File: src/rtl/repl_pkg.sv
package repl_pkg;

  typedef enum logic [1:0] {
    POL_PLRU = 2'd0,
    POL_FIFO = 2'd1,
    POL_NLRU = 2'd2
  } policy_e;

  // strobes from control to datapath
  typedef struct packed {
    logic touch;    // recency update (hit or fill)
    logic advance;  // replacement consumed (fill)
  } strobe_t;

endpackage

File: src/rtl/repl_ctrl.sv
module repl_ctrl (
  input  logic              accValid,
  input  logic              accFill,
  output repl_pkg::strobe_t strb
);

  always_comb begin
    strb.touch   = accValid;
    strb.advance = accValid & accFill;
  end

endmodule

File: src/rtl/repl_plru_bank.sv
module repl_plru_bank #(
  parameter int NUM_WAYS = 8,
  parameter int NUM_SETS = 16,
  localparam int WAY_W = $clog2(NUM_WAYS),
  localparam int SET_W = $clog2(NUM_SETS),
  localparam int NODES = NUM_WAYS - 1
) (
  input  logic             clk,
  input  logic             rstN,
  input  logic             touch,
  input  logic [SET_W-1:0] accSet,
  input  logic [WAY_W-1:0] accWay,
  input  logic [SET_W-1:0] qrySet,
  output logic [WAY_W-1:0] victimWay
);

  logic [NODES-1:0] treeQ [NUM_SETS];

  // walk from the root following each node bit
  function automatic logic [WAY_W-1:0] walkTree(input logic [NODES-1:0] t);
    logic [WAY_W-1:0] way;
    int node;
    way  = '0;
    node = 0;
    for (int lvl = 0; lvl < WAY_W; lvl++) begin
      way[WAY_W-1-lvl] = t[node];
      node = 2 * node + 1 + int'(t[node]);
    end
    return way;
  endfunction

  // point every node on the path away from the touched way
  function automatic logic [NODES-1:0] pointAway(input logic [NODES-1:0] t,
                                                 input logic [WAY_W-1:0] w);
    logic [NODES-1:0] nt;
    int node;
    nt   = t;
    node = 0;
    for (int lvl = 0; lvl < WAY_W; lvl++) begin
      nt[node] = ~w[WAY_W-1-lvl];
      node = 2 * node + 1 + int'(w[WAY_W-1-lvl]);
    end
    return nt;
  endfunction

  always_ff @(posedge clk or negedge rstN) begin
    if (!rstN) begin
      for (int s = 0; s < NUM_SETS; s++) treeQ[s] <= '0;
    end else if (touch) begin
      treeQ[accSet] <= pointAway(treeQ[accSet], accWay);
    end
  end

  always_comb victimWay = walkTree(treeQ[qrySet]);

endmodule

File: src/rtl/repl_rr_bank.sv
module repl_rr_bank #(
  parameter int NUM_WAYS = 8,
  parameter int NUM_SETS = 16,
  parameter bit SKIP_MRU = 1'b0,
  localparam int WAY_W = $clog2(NUM_WAYS),
  localparam int SET_W = $clog2(NUM_SETS)
) (
  input  logic             clk,
  input  logic             rstN,
  input  logic             touch,
  input  logic             advance,
  input  logic [SET_W-1:0] accSet,
  input  logic [WAY_W-1:0] accWay,
  input  logic [SET_W-1:0] qrySet,
  output logic [WAY_W-1:0] victimWay
);

  logic [WAY_W-1:0] ptrQ    [NUM_SETS];
  logic [WAY_W-1:0] mruQ    [NUM_SETS];
  logic             mruVldQ [NUM_SETS];
  logic [WAY_W-1:0] accVictim;

  function automatic logic [WAY_W-1:0] pickWay(input logic [WAY_W-1:0] ptr,
                                               input logic [WAY_W-1:0] mru,
                                               input logic             vld);
    if (SKIP_MRU && vld && (ptr == mru)) return WAY_W'(ptr + 1'b1);
    return ptr;
  endfunction

  always_comb begin
    victimWay = pickWay(ptrQ[qrySet], mruQ[qrySet], mruVldQ[qrySet]);
    accVictim = pickWay(ptrQ[accSet], mruQ[accSet], mruVldQ[accSet]);
  end

  always_ff @(posedge clk or negedge rstN) begin
    if (!rstN) begin
      for (int s = 0; s < NUM_SETS; s++) begin
        ptrQ[s]    <= '0;
        mruQ[s]    <= '0;
        mruVldQ[s] <= 1'b0;
      end
    end else begin
      if (advance) ptrQ[accSet] <= WAY_W'(accVictim + 1'b1);
      if (touch) begin
        mruQ[accSet]    <= accWay;
        mruVldQ[accSet] <= 1'b1;
      end
    end
  end

endmodule

File: src/rtl/repl_datapath.sv
module repl_datapath #(
  parameter int NUM_WAYS = 8,
  parameter int NUM_SETS = 16,
  parameter repl_pkg::policy_e POLICY = repl_pkg::POL_PLRU,
  localparam int WAY_W = $clog2(NUM_WAYS),
  localparam int SET_W = $clog2(NUM_SETS)
) (
  input  logic              clk,
  input  logic              rstN,
  input  repl_pkg::strobe_t strb,
  input  logic [SET_W-1:0]  accSet,
  input  logic [WAY_W-1:0]  accWay,
  input  logic [SET_W-1:0]  qrySet,
  output logic [WAY_W-1:0]  victimWay
);

  if (POLICY == repl_pkg::POL_PLRU) begin : g_tree
    logic unusedAdvance;
    assign unusedAdvance = strb.advance;
    repl_plru_bank #(.NUM_WAYS(NUM_WAYS), .NUM_SETS(NUM_SETS)) i_bank (
      .clk(clk), .rstN(rstN), .touch(strb.touch),
      .accSet(accSet), .accWay(accWay), .qrySet(qrySet), .victimWay(victimWay)
    );
  end else begin : g_ring
    repl_rr_bank #(
      .NUM_WAYS(NUM_WAYS), .NUM_SETS(NUM_SETS),
      .SKIP_MRU(POLICY == repl_pkg::POL_NLRU)
    ) i_bank (
      .clk(clk), .rstN(rstN), .touch(strb.touch), .advance(strb.advance),
      .accSet(accSet), .accWay(accWay), .qrySet(qrySet), .victimWay(victimWay)
    );
  end

endmodule

File: src/rtl/victim_select.sv
module victim_select #(
  parameter int NUM_WAYS = 8,
  parameter int NUM_SETS = 16,
  parameter repl_pkg::policy_e POLICY = repl_pkg::POL_PLRU,
  localparam int WAY_W = $clog2(NUM_WAYS),
  localparam int SET_W = $clog2(NUM_SETS)
) (
  input  logic             clk,
  input  logic             rstN,
  input  logic             accValid,
  input  logic             accFill,
  input  logic [SET_W-1:0] accSet,
  input  logic [WAY_W-1:0] accWay,
  input  logic [SET_W-1:0] qrySet,
  output logic [WAY_W-1:0] victimWay
);

  repl_pkg::strobe_t strb;

  repl_ctrl i_ctrl (
    .accValid(accValid), .accFill(accFill), .strb(strb)
  );

  repl_datapath #(.NUM_WAYS(NUM_WAYS), .NUM_SETS(NUM_SETS), .POLICY(POLICY)) i_dp (
    .clk(clk), .rstN(rstN), .strb(strb), .accSet(accSet), .accWay(accWay),
    .qrySet(qrySet), .victimWay(victimWay)
  );

endmodule

File: config.mk
export PLATFORM = sky130hd
export DESIGN_NAME = victim_select
export DESIGN_NICKNAME = d
export VERILOG_FILES = /design/src/rtl/repl_pkg.sv /design/src/rtl/repl_ctrl.sv /design/src/rtl/repl_plru_bank.sv /design/src/rtl/repl_rr_bank.sv /design/src/rtl/repl_datapath.sv /design/src/rtl/victim_select.sv
export SDC_FILE = /design/constraint.sdc
export NUM_CORES = 1
export LEC_CHECK = 0
export BUFFER_PORTS_ARGS = -buffer_cell sky130_fd_sc_hd__buf_2
export CAP_MARGIN = 20
export CORE_MARGIN = 1
export CORE_UTILIZATION = 40
export CTS_BUF_LIST = sky130_fd_sc_hd__clkbuf_16
export DETAILED_ROUTE_END_ITERATION = 10
export PLACE_DENSITY = 0.54
export SYNTH_ARGS = -nofsm -noshare
export SYNTH_HDL_FRONTEND = slang
export SYNTH_SLANG_ARGS = --single-unit
File: constraint.sdc
create_clock -name clk -period 8.2 [get_ports clk]
set_input_delay 1.64 -clock clk [delete_from_list [all_inputs] [get_ports clk]]
set_output_delay 1.64 -clock clk [all_outputs]
set_load 0.01 [all_outputs]
==> Flow_metrics.wiki, run 1 <==
{| class="wikitable"
! Metric !! Value
|-
| Largest area contributor in the synthesized netlist || sky130_fd_sc_hd__dfrtp_1
|-
| Top_reg_cell synth || sky130_fd_sc_hd__dfrtp_1
|-
| Maximum number of pins on one net before global-route repair || 83
|-
| R2r startpoint || i_dp.g_tree.i_bank.treeQ[15]
|-
| Period minus WS final || approximately 6.9 ns
|-
| Number of buffers added by the clock tree synthesis step || 9
|-
| Sink count of the clock tree || ~110
|-
| Wire length reported by the detailed router || 15.8 mm
|-
| Dominant cells by area after synthesis || sky130_fd_sc_hd__dfrtp_1 45%, sky130_fd_sc_hd__mux2_2 16%, sky130_fd_sc_hd__mux4_2 14%, sky130_fd_sc_hd__mux4_1 8.8%, sky130_fd_sc_hd__mux2_4 1.9%
|-
| Overall die width || around 130 µm
|-
| Transition time at the pin with the least slew margin || 1.18 ns
|-
| Total gr overflow || 0
|-
| Quantity of I/O buffers inserted on ports || 16
|-
| Leakage power figure || approximately 3 nW
|-
| Wire per inst || ~25 µm
|-
| Finished layout cell area || between 6000 and 7000 µm²
|-
| Clock root buffer || sky130_fd_sc_hd__clkbuf_16
|-
| Antenna Nets Post-Route || 0
|-
| Number of cells traversed by the worst hold path || 2
|-
| Most common library cells after synthesis || 112 x sky130_fd_sc_hd__dfrtp_1, 87 x sky130_fd_sc_hd__mux2_2, 39 x sky130_fd_sc_hd__mux4_2
|-
| Final setup violation count || 0
|-
| Number of flops mapped to enable cells by yosys || 0
|-
| Power density over cell area || ~240 nW/µm²
|-
| DRC || 0
|-
| Outcome || finished clean
|-
| Sequential area share after synthesis || 0.448
|-
| Number of global-route vias before repair || roughly 3900
|-
| Fraction of the mapped netlist area in compound gates || 0.0420
|-
| Wire length of the first global-routing pass || 24.9 mm
|-
| Minimum setup slack among reg-to-reg paths || about 6.0 ns
|-
| Endpoint of the worst register-to-register path || i_dp.g_tree.i_bank.treeQ[29]
|-
| Type of origin of the critical path || input pin
|-
| Clock latency on the worst-skew pair || about 0.36 ns
|-
| Register ranked first by flip-flop count || i_dp.g_tree.i_bank.treeQ
|-
| Hold buffers post-CTS || 0
|-
| Placed Instances || approximately 630
|-
| Placed instance area || ~6400 µm²
|-
| Final slew viol count || 0
|-
| Largest registers || i_dp.g_tree.i_bank.treeQ: 112 flops
|-
| Tot Pwr || between 1.5 and 2 mW
|-
| Antenna Cells || 0
|-
| Unrepaired setup endpoints after global routing || false
|-
| Count of yosys warnings during synthesis || 0
|-
| Deepest level of the CTS H-tree || 3
|-
| Cell Rows || 45
|-
| Post-CTS resize count || 0
|-
| Initial core utilization || 0.410
|-
| Utilization after layout || 0.443
|-
| Parity-gate share of the synthesized area counting xor and xnor cells || 0
|-
| Die Height || about 130 µm
|-
| Worst min-delay path startpoint || i_dp.g_tree.i_bank.treeQ[105]
|-
| Fill count || around 1400
|-
| Most instantiated library cell after synthesis || sky130_fd_sc_hd__dfrtp_1
|-
| Final standard cell count with taps included and fillers excluded || ~640
|-
| Combined area of all synthesized cells || roughly 6300 µm²
|-
| Largest voltage drop on the vdd net || roughly 140 µV
|-
| Portion of netlist area occupied by mux cells || 0.412
|-
| Routability cong. || roughly 0.75
|-
| Worst rel slew slack || 0.212
|-
| Total number of vias || 3756
|-
| Final Cycle Share || 0.841
|-
| Placeable core area || 15300 µm²
|-
| Placed wire-length estimate after detailed placement || slightly above 10 mm
|-
| DRT iter0 DRCs || about 210
|-
| Synth top area share || 0.448
|-
| Overall routing resource usage || 0.216
|-
| Post-synthesis async set-or-reset flop share || 1.00
|-
| TritonRoute pass-1 iters || 4
|-
| Count of mapped cells out of synthesis || about 420
|-
| Count of endpoints failing hold in the final timing report || 0
|-
| Num ports || 18
|-
| Post-synthesis net count || between 400 and 500
|-
| Number of buffers inserted by post-CTS setup repair || 0
|-
| Antenna violations before repair || 0
|-
| Endpoint required time on the critical path || around 6.6 ns
|-
| CTS tree || yes
|-
| Buffers from clock root to sink, at most || 2
|-
| Worst Hold Endpoint || i_dp.g_tree.i_bank.treeQ[105]
|-
| Proportion of layout cells with a drive suffix above 1 || 0.413
|-
| Simple-gate share of the synthesized area || 0.0480
|-
| Vias per cell || 5.83
|-
| Max-cap violations || 0
|-
| Largest register FFs || ~110
|-
| Average footprint of a synthesized cell || around 15 µm²
|-
| Adder-cell area share of the yosys netlist || 0.0120
|-
| Sort of element at the end of the critical path || output port
|-
| Clock transition at the register clock pins on the worst setup and hold paths after CTS || approximately 0.070 ns
|-
| Critical Setup Path Class || input pin to output port
|-
| Synth cell types || 37
|-
| Area growth from synthesis to layout || 8.03%
|-
| Maximum clock rate || between 100 and 150 MHz
|-
| Layout Skew || ~0.0082 ns
|-
| Data arrival time of the critical path || ~5.3 ns
|-
| Worst Reg2Reg Path Length in Cells || 5
|-
| Final total negative setup slack || 0 ns
|-
| Dominant combinational cell family by area after synthesis || multiplexers
|-
| Synthesis-stage register bit count || between 100 and 150
|-
| Die Footprint || ~16000 µm²
|-
| Net count, final || 451
|-
| Min-Delay Path Class || register to register
|-
| Largest fanout on the critical path || 19
|}
[cell usage in the layout (no fill, tap or decap), drive strengths merged, types with 2 or more instances in the layout]
cell type / netlist / final
a21oi: 13 / 13
a22oi: 3 / 3
and3: 3 / 3
buf: 17 / 24
clkbuf: 11 / 9
clkinvlp: 0 / 2
dfrtp: 112 / 112
ha: 6 / 6
inv: 10 / 11
mux2: 95 / 95
mux2i: 5 / 5
mux4: 60 / 60
nand2: 23 / 23
nand2b: 6 / 6
nand3: 5 / 5
nand3b: 3 / 3
nor2: 21 / 21
nor2b: 3 / 3
o21ai: 18 / 18
[how the worst max path moves through the flow]
stage	from	slack (ns)	endpoint	depth (start not counted)
floorplan	qrySet[0]	2.29	victimWay[0]	11
global placement	qrySet[0]	1.37	victimWay[0]	11
detailed placement	qrySet[0]	1.28	victimWay[0]	11
CTS	qrySet[0]	1.25	victimWay[0]	11
global route	qrySet[0]	1.08	victimWay[0]	11
finish	qrySet[0]	1.30	victimWay[0]	11
[power by group]
| group | internal (mW) | switching [mW] |
|---|---|---|
| Combinational | 0.254 | 0.183 |
| Clock | 0.234 | 0.202 |
| Sequential | 0.684 | 0.0886 |
[per-stage QoR]
stage / hold WS (ns) / setup WS [ns]
6_report: 0.485 / 1.30
4_1_cts: 0.488 / 1.25
5_1_grt: 0.525 / 1.08
3_5_place_dp: 0.471 / 1.28
3_3_place_gp: 0.458 / 1.37
2_1_floorplan: 0.445 / 2.29
[kinds of logic after synthesis]
kind of cell	after synthesis
AOI/OAI and AO/OA	41
adders and majority gates	6
muxes	160
DFF	112
and+or+nand+nor	66
buffers and inverters	38
[layer usage]
metal  part of all wire  vias up  track usage
met2               0.49       86        0.336
met1               0.44     2001        0.302
met4              0.023        0       0.0742
li1                   -     1648            -
met5                  0        -            0
met3              0.050       21       0.0444
[layout make-up]
class / instances / area [µm²] / share of cell area
clock buffers: 9 / 225 / 0.0333
flip-flops and latches: 112 / 2800 / 0.414
well taps: 211 / 264 / 0.0390
inverters: 10 / 37.5 / 0.00555
repair buffers: 24 / 159 / 0.0235
clock inverters: 5 / 58.8 / 0.00869
multi-input cells: 273 / 3220 / 0.476
[critical path, stage by stage]
cell and delay (ns):
sky130_fd_sc_hd__buf_2 0.57, sky130_fd_sc_hd__mux4_2 0.62, sky130_fd_sc_hd__a22oi_1 0.18, sky130_fd_sc_hd__and3_1 0.32
sky130_fd_sc_hd__mux2_2 0.40, sky130_fd_sc_hd__ha_1 0.34, sky130_fd_sc_hd__inv_1 0.09, sky130_fd_sc_hd__o311ai_0 0.35
sky130_fd_sc_hd__o32ai_1 0.15, sky130_fd_sc_hd__a221oi_1 0.38, sky130_fd_sc_hd__buf_2 0.21
Power figures use the tool's default switching activity.
==> run 2: changes to the inputs <==
==> constraint.sdc (replaced) <==
create_clock -name clk -period 6.5 [get_ports clk]
set_input_delay 1.3 -clock clk [delete_from_list [all_inputs] [get_ports clk]]
set_output_delay 1.3 -clock clk [all_outputs]
set_load 0.01 [all_outputs]
==> Flow_metrics.wiki, run 2 (same netlist as run 1, synthesis figures left out) <==
{| class="wikitable"
! Metric !! Value
|-
| Outcome || finished clean
|-
| Wire per inst || 24.7 µm (+0.33%)
|-
| CTS tree || yes
|-
| Crit-path most repeated cell || sky130_fd_sc_hd__buf_2
|-
| Largest registers || i_dp.g_tree.i_bank.treeQ: 112 flops
|-
| Final total negative setup slack || 0 ns (unchanged)
|-
| Routability cong. || 0.771 (+2.1%)
|-
| Register ranked first by flip-flop count || i_dp.g_tree.i_bank.treeQ
|-
| Final setup violation count || 0 (unchanged)
|-
| Clock transition at the register clock pins on the worst setup and hold paths after CTS || 0.07 ns (about the same)
|-
| Final slew viol count || 0 (unchanged)
|-
| Post-route worst hold slack || 0.487 ns (+0.00237 ns)
|-
| Area growth from synthesis to layout || 8.21%
|-
| Largest voltage drop on the vdd net || 144 µV (+4.5%)
|-
| TritonRoute pass-1 iters || 5 (+1)
|-
| Placed wire-length estimate after detailed placement || 10.6 mm (+4.3%)
|-
| Final setup slack of the worst path || 0.551 ns (-0.751 ns)
|-
| Antenna Cells || 0 (unchanged)
|-
| Unrepaired setup endpoints after global routing || false
|-
| Cell Rows || 45 (unchanged)
|-
| Hold buffers post-CTS || 0 (unchanged)
|-
| Most common library cell in the layout ignoring fill and taps || sky130_fd_sc_hd__dfrtp_1
|-
| DRT iter0 DRCs || 266 (+27%)
|-
| Critical-path cell list || buf_2, buf_4, mux4_2, a22oi_1, and3_1, mux2_2, ha_1, inv_1, o311ai_0, o32ai_1, a221oi_1, buf_2
|-
| Number of cells traversed by the worst hold path || 2 (unchanged)
|-
| Utilization after layout || 0.444 (+0.000738)
|-
| Die Height || 127 µm (unchanged)
|-
| Highest cell delay on the worst timing path || 0.56 ns (-0.06 ns)
|-
| Largest fanout on the critical path || 14 (-5)
|-
| Sink count of the clock tree || 112 (unchanged)
|-
| Overall die width || 127 µm (unchanged)
|-
| Type of origin of the critical path || input pin
|-
| Sum of buffers and inverters on the critical path || 4 (+1)
|-
| Worst Reg2Reg Path Length in Cells || 5 (unchanged)
|-
| Clock root buffer || sky130_fd_sc_hd__clkbuf_16
|-
| DRC || 0 (unchanged)
|-
| Leakage power figure || 3.01 nW (+0.36%)
|-
| Die Footprint || 16200 µm² (unchanged)
|-
| Maximum clock rate || 168 MHz
|-
| Wire length reported by the detailed router || 16.0 mm (+0.80%)
|-
| Period minus WS final || around 5.9 ns
|-
| Overall routing resource usage || 0.220 (+0.00443)
|-
| Final standard cell count with taps included and fillers excluded || 647 (+0.47%)
|-
| R2r startpoint || i_dp.g_tree.i_bank.treeQ[15]
|-
| Placeable core area || 15300 µm² (unchanged)
|-
| Tot Pwr || 2.10 mW (+27%)
|-
| Endpoint required time on the critical path || 5.20 ns (-1.36 ns)
|-
| Num ports || 18 (unchanged)
|-
| Net count, final || 452 (+0.22%)
|-
| Final Cycle Share || 0.915
|-
| Vias per cell || 5.80 (-0.49%)
|-
| Number of buffers inserted by post-CTS setup repair || 0 (unchanged)
|-
| Sort of element at the end of the critical path || output port
|-
| Placed instance area || 6470 µm² (+0.29%)
|-
| Antenna Nets Post-Route || 0 (unchanged)
|-
| Number of global-route vias before repair || 4063 (+4.8%)
|-
| Worst Hold Endpoint || i_dp.g_tree.i_bank.treeQ[77]
|-
| Endpoint of the worst register-to-register path || i_dp.g_tree.i_bank.treeQ[71]
|-
| Count of endpoints failing hold in the final timing report || 0 (unchanged)
|-
| Maximum number of pins on one net before global-route repair || 59 (-29%)
|-
| Number of buffers added by the clock tree synthesis step || 9 (unchanged)
|-
| Minimum setup slack among reg-to-reg paths || 4.24 ns (-1.73 ns)
|-
| Post-CTS resize count || 0 (unchanged)
|-
| Antenna violations before repair || 0 (unchanged)
|-
| Total number of vias || 3755 (-0.027%)
|-
| Critical Setup Path Class || input pin to output port
|-
| Quantity of I/O buffers inserted on ports || 16 (unchanged)
|-
| Placed Instances || 630 (+0.32%)
|-
| Critical path's slowest cell || sky130_fd_sc_hd__mux4_2
|-
| Worst min-delay path startpoint || i_dp.g_tree.i_bank.treeQ[77]
|-
| Max-cap violations || 0 (unchanged)
|-
| Power density over cell area || 309 nW/µm² (+27%)
|-
| Deepest level of the CTS H-tree || 3 (unchanged)
|-
| Initial core utilization || 0.410 (unchanged)
|-
| Highest-count cells in the layout ignoring fill and taps || 112 x sky130_fd_sc_hd__dfrtp_1, 87 x sky130_fd_sc_hd__mux2_2, 39 x sky130_fd_sc_hd__mux4_2, 23 x sky130_fd_sc_hd__nand2_1
|-
| Transition time at the pin with the least slew margin || 1.20 ns (+0.0257 ns)
|-
| Total gr overflow || 0 (unchanged)
|-
| Min-Delay Path Class || register to register
|-
| Finished layout cell area || 6780 µm² (+0.17%)
|-
| Buffers from clock root to sink, at most || 2 (unchanged)
|-
| Layout Skew || 0.0109 ns (+0.00271 ns)
|-
| Data arrival time of the critical path || 4.65 ns (-0.61 ns)
|-
| Gate family responsible for the most delay along the worst path || compound AO/OA/AOI/OAI gates
|-
| Clock latency on the worst-skew pair || 0.37 ns (about the same)
|-
| Wire length of the first global-routing pass || 25.5 mm (+2.4%)
|-
| Largest register FFs || 112 (unchanged)
|-
| Worst rel slew slack || 0.195 (-0.0172)
|-
| Worst slack, placed || 0.523 ns (-0.754 ns)
|-
| Proportion of layout cells with a drive suffix above 1 || 0.415 (+0.00174)
|}
run 2: how the worst max path moves through the flow:
stage	endpoint	cells past startpoint	slack (ns)	from
after floorplan	victimWay[0]	11	1.27	qrySet[0]
after global placement	victimWay[0]	12	0.60	qrySet[0]
after detailed placement	victimWay[0]	12	0.52	qrySet[0]
after CTS	victimWay[0]	12	0.50	qrySet[0]
after global routing	victimWay[0]	12	0.21	qrySet[0]
final	victimWay[0]	12	0.55	qrySet[0]
run 2: per-layer routing:
| layer | wire length, µm | track usage |
|---|---|---|
| met5 | 0 | 0 |
| met4 | 490 | 0.0966 |
| met1 | 6720 | 0.283 |
| met2 | 7880 | 0.356 |
| met3 | 871 | 0.0536 |
run 2: layout make-up:
cell class | count | area [µm²]
tap | 211 | 264
inverter | 10 | 37.5
clock buffer | 9 | 225
clock inverter | 7 | 71.3
fill | 1373 | 8480
timing repair buffer | 25 | 158
multi-input combinational | 273 | 3220
sequential | 112 | 2800
run 2: worst min-delay path: cells and delay by family (launching register included):
family	cells	cell delay [ns]
flops	1	0.34
simple gates	1	0.04
compound gates	1	0.06
run 2: power breakdown:
part | switching (mW) | internal, mW
combinational | 0.234 | 0.320
clock | 0.268 | 0.300
sequential | 0.113 | 0.862
==> run 3: changes to the inputs <==
--- a/config.mk
+++ b/config.mk
@@ -7,11 +7,13 @@
 export LEC_CHECK = 0
 export BUFFER_PORTS_ARGS = -buffer_cell sky130_fd_sc_hd__buf_2
 export CAP_MARGIN = 20
+export CELL_PAD_IN_SITES_DETAIL_PLACEMENT = 0
+export CELL_PAD_IN_SITES_GLOBAL_PLACEMENT = 1
 export CORE_MARGIN = 1
 export CORE_UTILIZATION = 40
 export CTS_BUF_LIST = sky130_fd_sc_hd__clkbuf_16
 export DETAILED_ROUTE_END_ITERATION = 10
-export PLACE_DENSITY = 0.54
+export PLACE_DENSITY = 0.62
 export SYNTH_ARGS = -nofsm -noshare
 export SYNTH_HDL_FRONTEND = slang
 export SYNTH_SLANG_ARGS = --single-unit
==> constraint.sdc (replaced) <==
create_clock -name clk -period 6.9 [get_ports clk]
set_input_delay 1.38 -clock clk [delete_from_list [all_inputs] [get_ports clk]]
set_output_delay 1.38 -clock clk [all_outputs]
set_load 0.01 [all_outputs]
==> Flow_metrics.wiki, run 3 (same netlist as run 1, synthesis figures left out) <==
{| class="wikitable"
! Metric !! Value
|-
| Wire length reported by the detailed router || 16.2 mm (+1.6%)
|-
| Largest register FFs || 112 (unchanged)
|-
| Worst min-delay path startpoint || i_dp.g_tree.i_bank.treeQ[98]
|-
| Antenna Nets Post-Route || 0 (unchanged)
|-
| Clock root buffer || sky130_fd_sc_hd__clkbuf_16
|-
| Overall routing resource usage || 0.221 (+0.000519)
|-
| Utilization after layout || 0.445 (+0.000574)
|-
| Total number of vias || 3768 (+0.35%)
|-
| Number of buffers added by the clock tree synthesis step || 9 (unchanged)
|-
| Sort of element at the end of the critical path || output port
|-
| Largest fanout on the critical path || 11 (-3)
|-
| Number of buffers inserted by post-CTS setup repair || 0 (unchanged)
|-
| DRT iter0 DRCs || 274 (+3.0%)
|-
| Die Height || 127 µm (unchanged)
|-
| Placeable core area || 15300 µm² (unchanged)
|-
| Hold buffers post-CTS || 0 (unchanged)
|-
| Unrepaired setup endpoints after global routing || false
|-
| Worst Reg2Reg Path Length in Cells || 5 (unchanged)
|-
| Clock latency on the worst-skew pair || 0.36 ns (about the same)
|-
| Buffers from clock root to sink, at most || 2 (unchanged)
|-
| CTS tree || yes
|-
| Outcome || finished clean
|-
| Endpoint required time on the critical path || 5.52 ns (+0.32 ns)
|-
| Period minus WS final || between 6 and 7 ns
|-
| Antenna Cells || 0 (unchanged)
|-
| Wire per inst || 24.9 µm (+0.84%)
|-
| Power density over cell area || 285 nW/µm² (-7.9%)
|-
| Critical Setup Path Class || input pin to output port
|-
| Register ranked first by flip-flop count || i_dp.g_tree.i_bank.treeQ
|-
| TritonRoute pass-1 iters || 4 (-1)
|-
| Vias per cell || 5.78 (-0.42%)
|-
| Final slew viol count || 0 (unchanged)
|-
| Die Footprint || 16200 µm² (unchanged)
|-
| Final setup violation count || 0 (unchanged)
|-
| Deepest level of the CTS H-tree || 3 (unchanged)
|-
| Total gr overflow || 0 (unchanged)
|-
| Final Cycle Share || 0.877
|-
| Routability cong. || 0.775 (+0.61%)
|-
| Minimum setup slack among reg-to-reg paths || 4.66 ns (+0.42 ns)
|-
| Layout Skew || 0.00864 ns (-0.00225 ns)
|-
| Worst Hold Endpoint || i_dp.g_tree.i_bank.treeQ[98]
|-
| Num ports || 18 (unchanged)
|-
| Maximum clock rate || ~170 MHz
|-
| Highest-count cells in the layout ignoring fill and taps || 112 x sky130_fd_sc_hd__dfrtp_1, 87 x sky130_fd_sc_hd__mux2_2, 39 x sky130_fd_sc_hd__mux4_2, 23 x sky130_fd_sc_hd__nand2_1
|-
| Largest registers || i_dp.g_tree.i_bank.treeQ: 112 flops
|-
| Quantity of I/O buffers inserted on ports || 16 (unchanged)
|-
| Net count, final || 457 (+1.1%)
|-
| Sink count of the clock tree || 112 (unchanged)
|-
| Max-cap violations || 0 (unchanged)
|-
| Count of endpoints failing hold in the final timing report || 0 (unchanged)
|-
| Clock transition at the register clock pins on the worst setup and hold paths after CTS || 0.07 ns (about the same)
|-
| Largest voltage drop on the vdd net || 143 µV (-0.74%)
|-
| Leakage power figure || 3.02 nW (+0.52%)
|-
| Data arrival time of the critical path || 4.67 ns (+0.02 ns)
|-
| Number of cells traversed by the worst hold path || 2 (unchanged)
|-
| Endpoint of the worst register-to-register path || i_dp.g_tree.i_bank.treeQ[107]
|-
| DRC || 0 (unchanged)
|-
| Overall die width || 127 µm (unchanged)
|-
| Number of global-route vias before repair || 3982 (-2.0%)
|-
| Antenna violations before repair || 0 (unchanged)
|-
| Type of origin of the critical path || input pin
|-
| Wire length of the first global-routing pass || 25.2 mm (-0.84%)
|-
| Area growth from synthesis to layout || 8.35%
|-
| Most common library cell in the layout ignoring fill and taps || sky130_fd_sc_hd__dfrtp_1
|-
| Min-Delay Path Class || register to register
|-
| Cell Rows || 45 (unchanged)
|-
| Worst rel slew slack || 0.198 (+0.00251)
|-
| Final total negative setup slack || 0 ns (unchanged)
|-
| Maximum number of pins on one net before global-route repair || 62 (+5.1%)
|-
| Initial core utilization || 0.410 (unchanged)
|-
| Proportion of layout cells with a drive suffix above 1 || 0.422 (+0.00663)
|-
| Transition time at the pin with the least slew margin || 1.20 ns (-0.00375 ns)
|-
| R2r startpoint || i_dp.g_tree.i_bank.treeQ[16]
|-
| Placed wire-length estimate after detailed placement || 10.5 mm (-0.56%)
|-
| Post-CTS resize count || 0 (unchanged)
|}
[run 3: cell types whose count changed in the layout (fill, tap and decap cells not counted)]
cell / delta
sky130_fd_sc_hd__clkinv_2: +1
sky130_fd_sc_hd__bufinv_16: -1
sky130_fd_sc_hd__buf_4: +6
sky130_fd_sc_hd__buf_6: -1
[run 3: critical path, stage by stage]
cell and delay, ns:
sky130_fd_sc_hd__buf_2 0.35, sky130_fd_sc_hd__mux4_2 0.58, sky130_fd_sc_hd__a22oi_1 0.17, sky130_fd_sc_hd__and3_1 0.30, sky130_fd_sc_hd__mux2_2 0.38, sky130_fd_sc_hd__ha_1 0.34
sky130_fd_sc_hd__inv_1 0.09, sky130_fd_sc_hd__o311ai_0 0.33, sky130_fd_sc_hd__o32ai_1 0.14, sky130_fd_sc_hd__a221oi_1 0.38, sky130_fd_sc_hd__buf_2 0.22
[run 3: layer usage]
layer | up-vias | global-route usage | wire, µm
met3 | 20 | 0.0461 | 760
met2 | 79 | 0.356 | 7720
met4 | 0 | 0.0749 | 338
met1 | 2020 | 0.298 | 7410
met5 | - | 0 | 0
li1 | 1649 | - | -
[run 3: how the worst max path moves through the flow]
stage              start           end  slack (ns)
2_1_floorplan  qrySet[0]  victimWay[0]        1.51
3_3_place_gp   qrySet[0]  victimWay[0]        0.84
3_5_place_dp   qrySet[0]  victimWay[0]        0.80
4_1_cts        qrySet[0]  victimWay[0]        0.78
5_1_grt        qrySet[0]  victimWay[0]        0.62
6_report       qrySet[0]  victimWay[0]        0.85
[run 3: metrics by stage]
step           cells  power [mW]  hold WS [ns]  setup slack [ns]  instance area (µm²)
3_5_place_dp     635        1.45         0.475             0.804                 6500
2_1_floorplan    423        1.32         0.445              1.51                 6260
6_report         652        1.93         0.489             0.846                 6790
3_3_place_gp     635        1.44         0.460             0.844                 6500
5_1_grt          652        2.05         0.531             0.618                 6790
4_1_cts          651        1.96         0.494             0.785                 6770
[run 3: layout make-up]
class                           count  area, µm²
Fill cell                        1382       8470
Multi-Input combinational cell    273       3220
Sequential cell                   112       2800
Tap cell                          211        264
Clock buffer                        9        225
Timing Repair Buffer               30        191
Clock inverter                      7       46.3
Inverter                           10       37.5
[run 3: power by group]
part	total [mW]	internal, mW	switching [mW]
combinational	0.520	0.302	0.218
clock	0.495	0.245	0.250
sequential	0.918	0.812	0.106
total	1.93	1.36	0.573
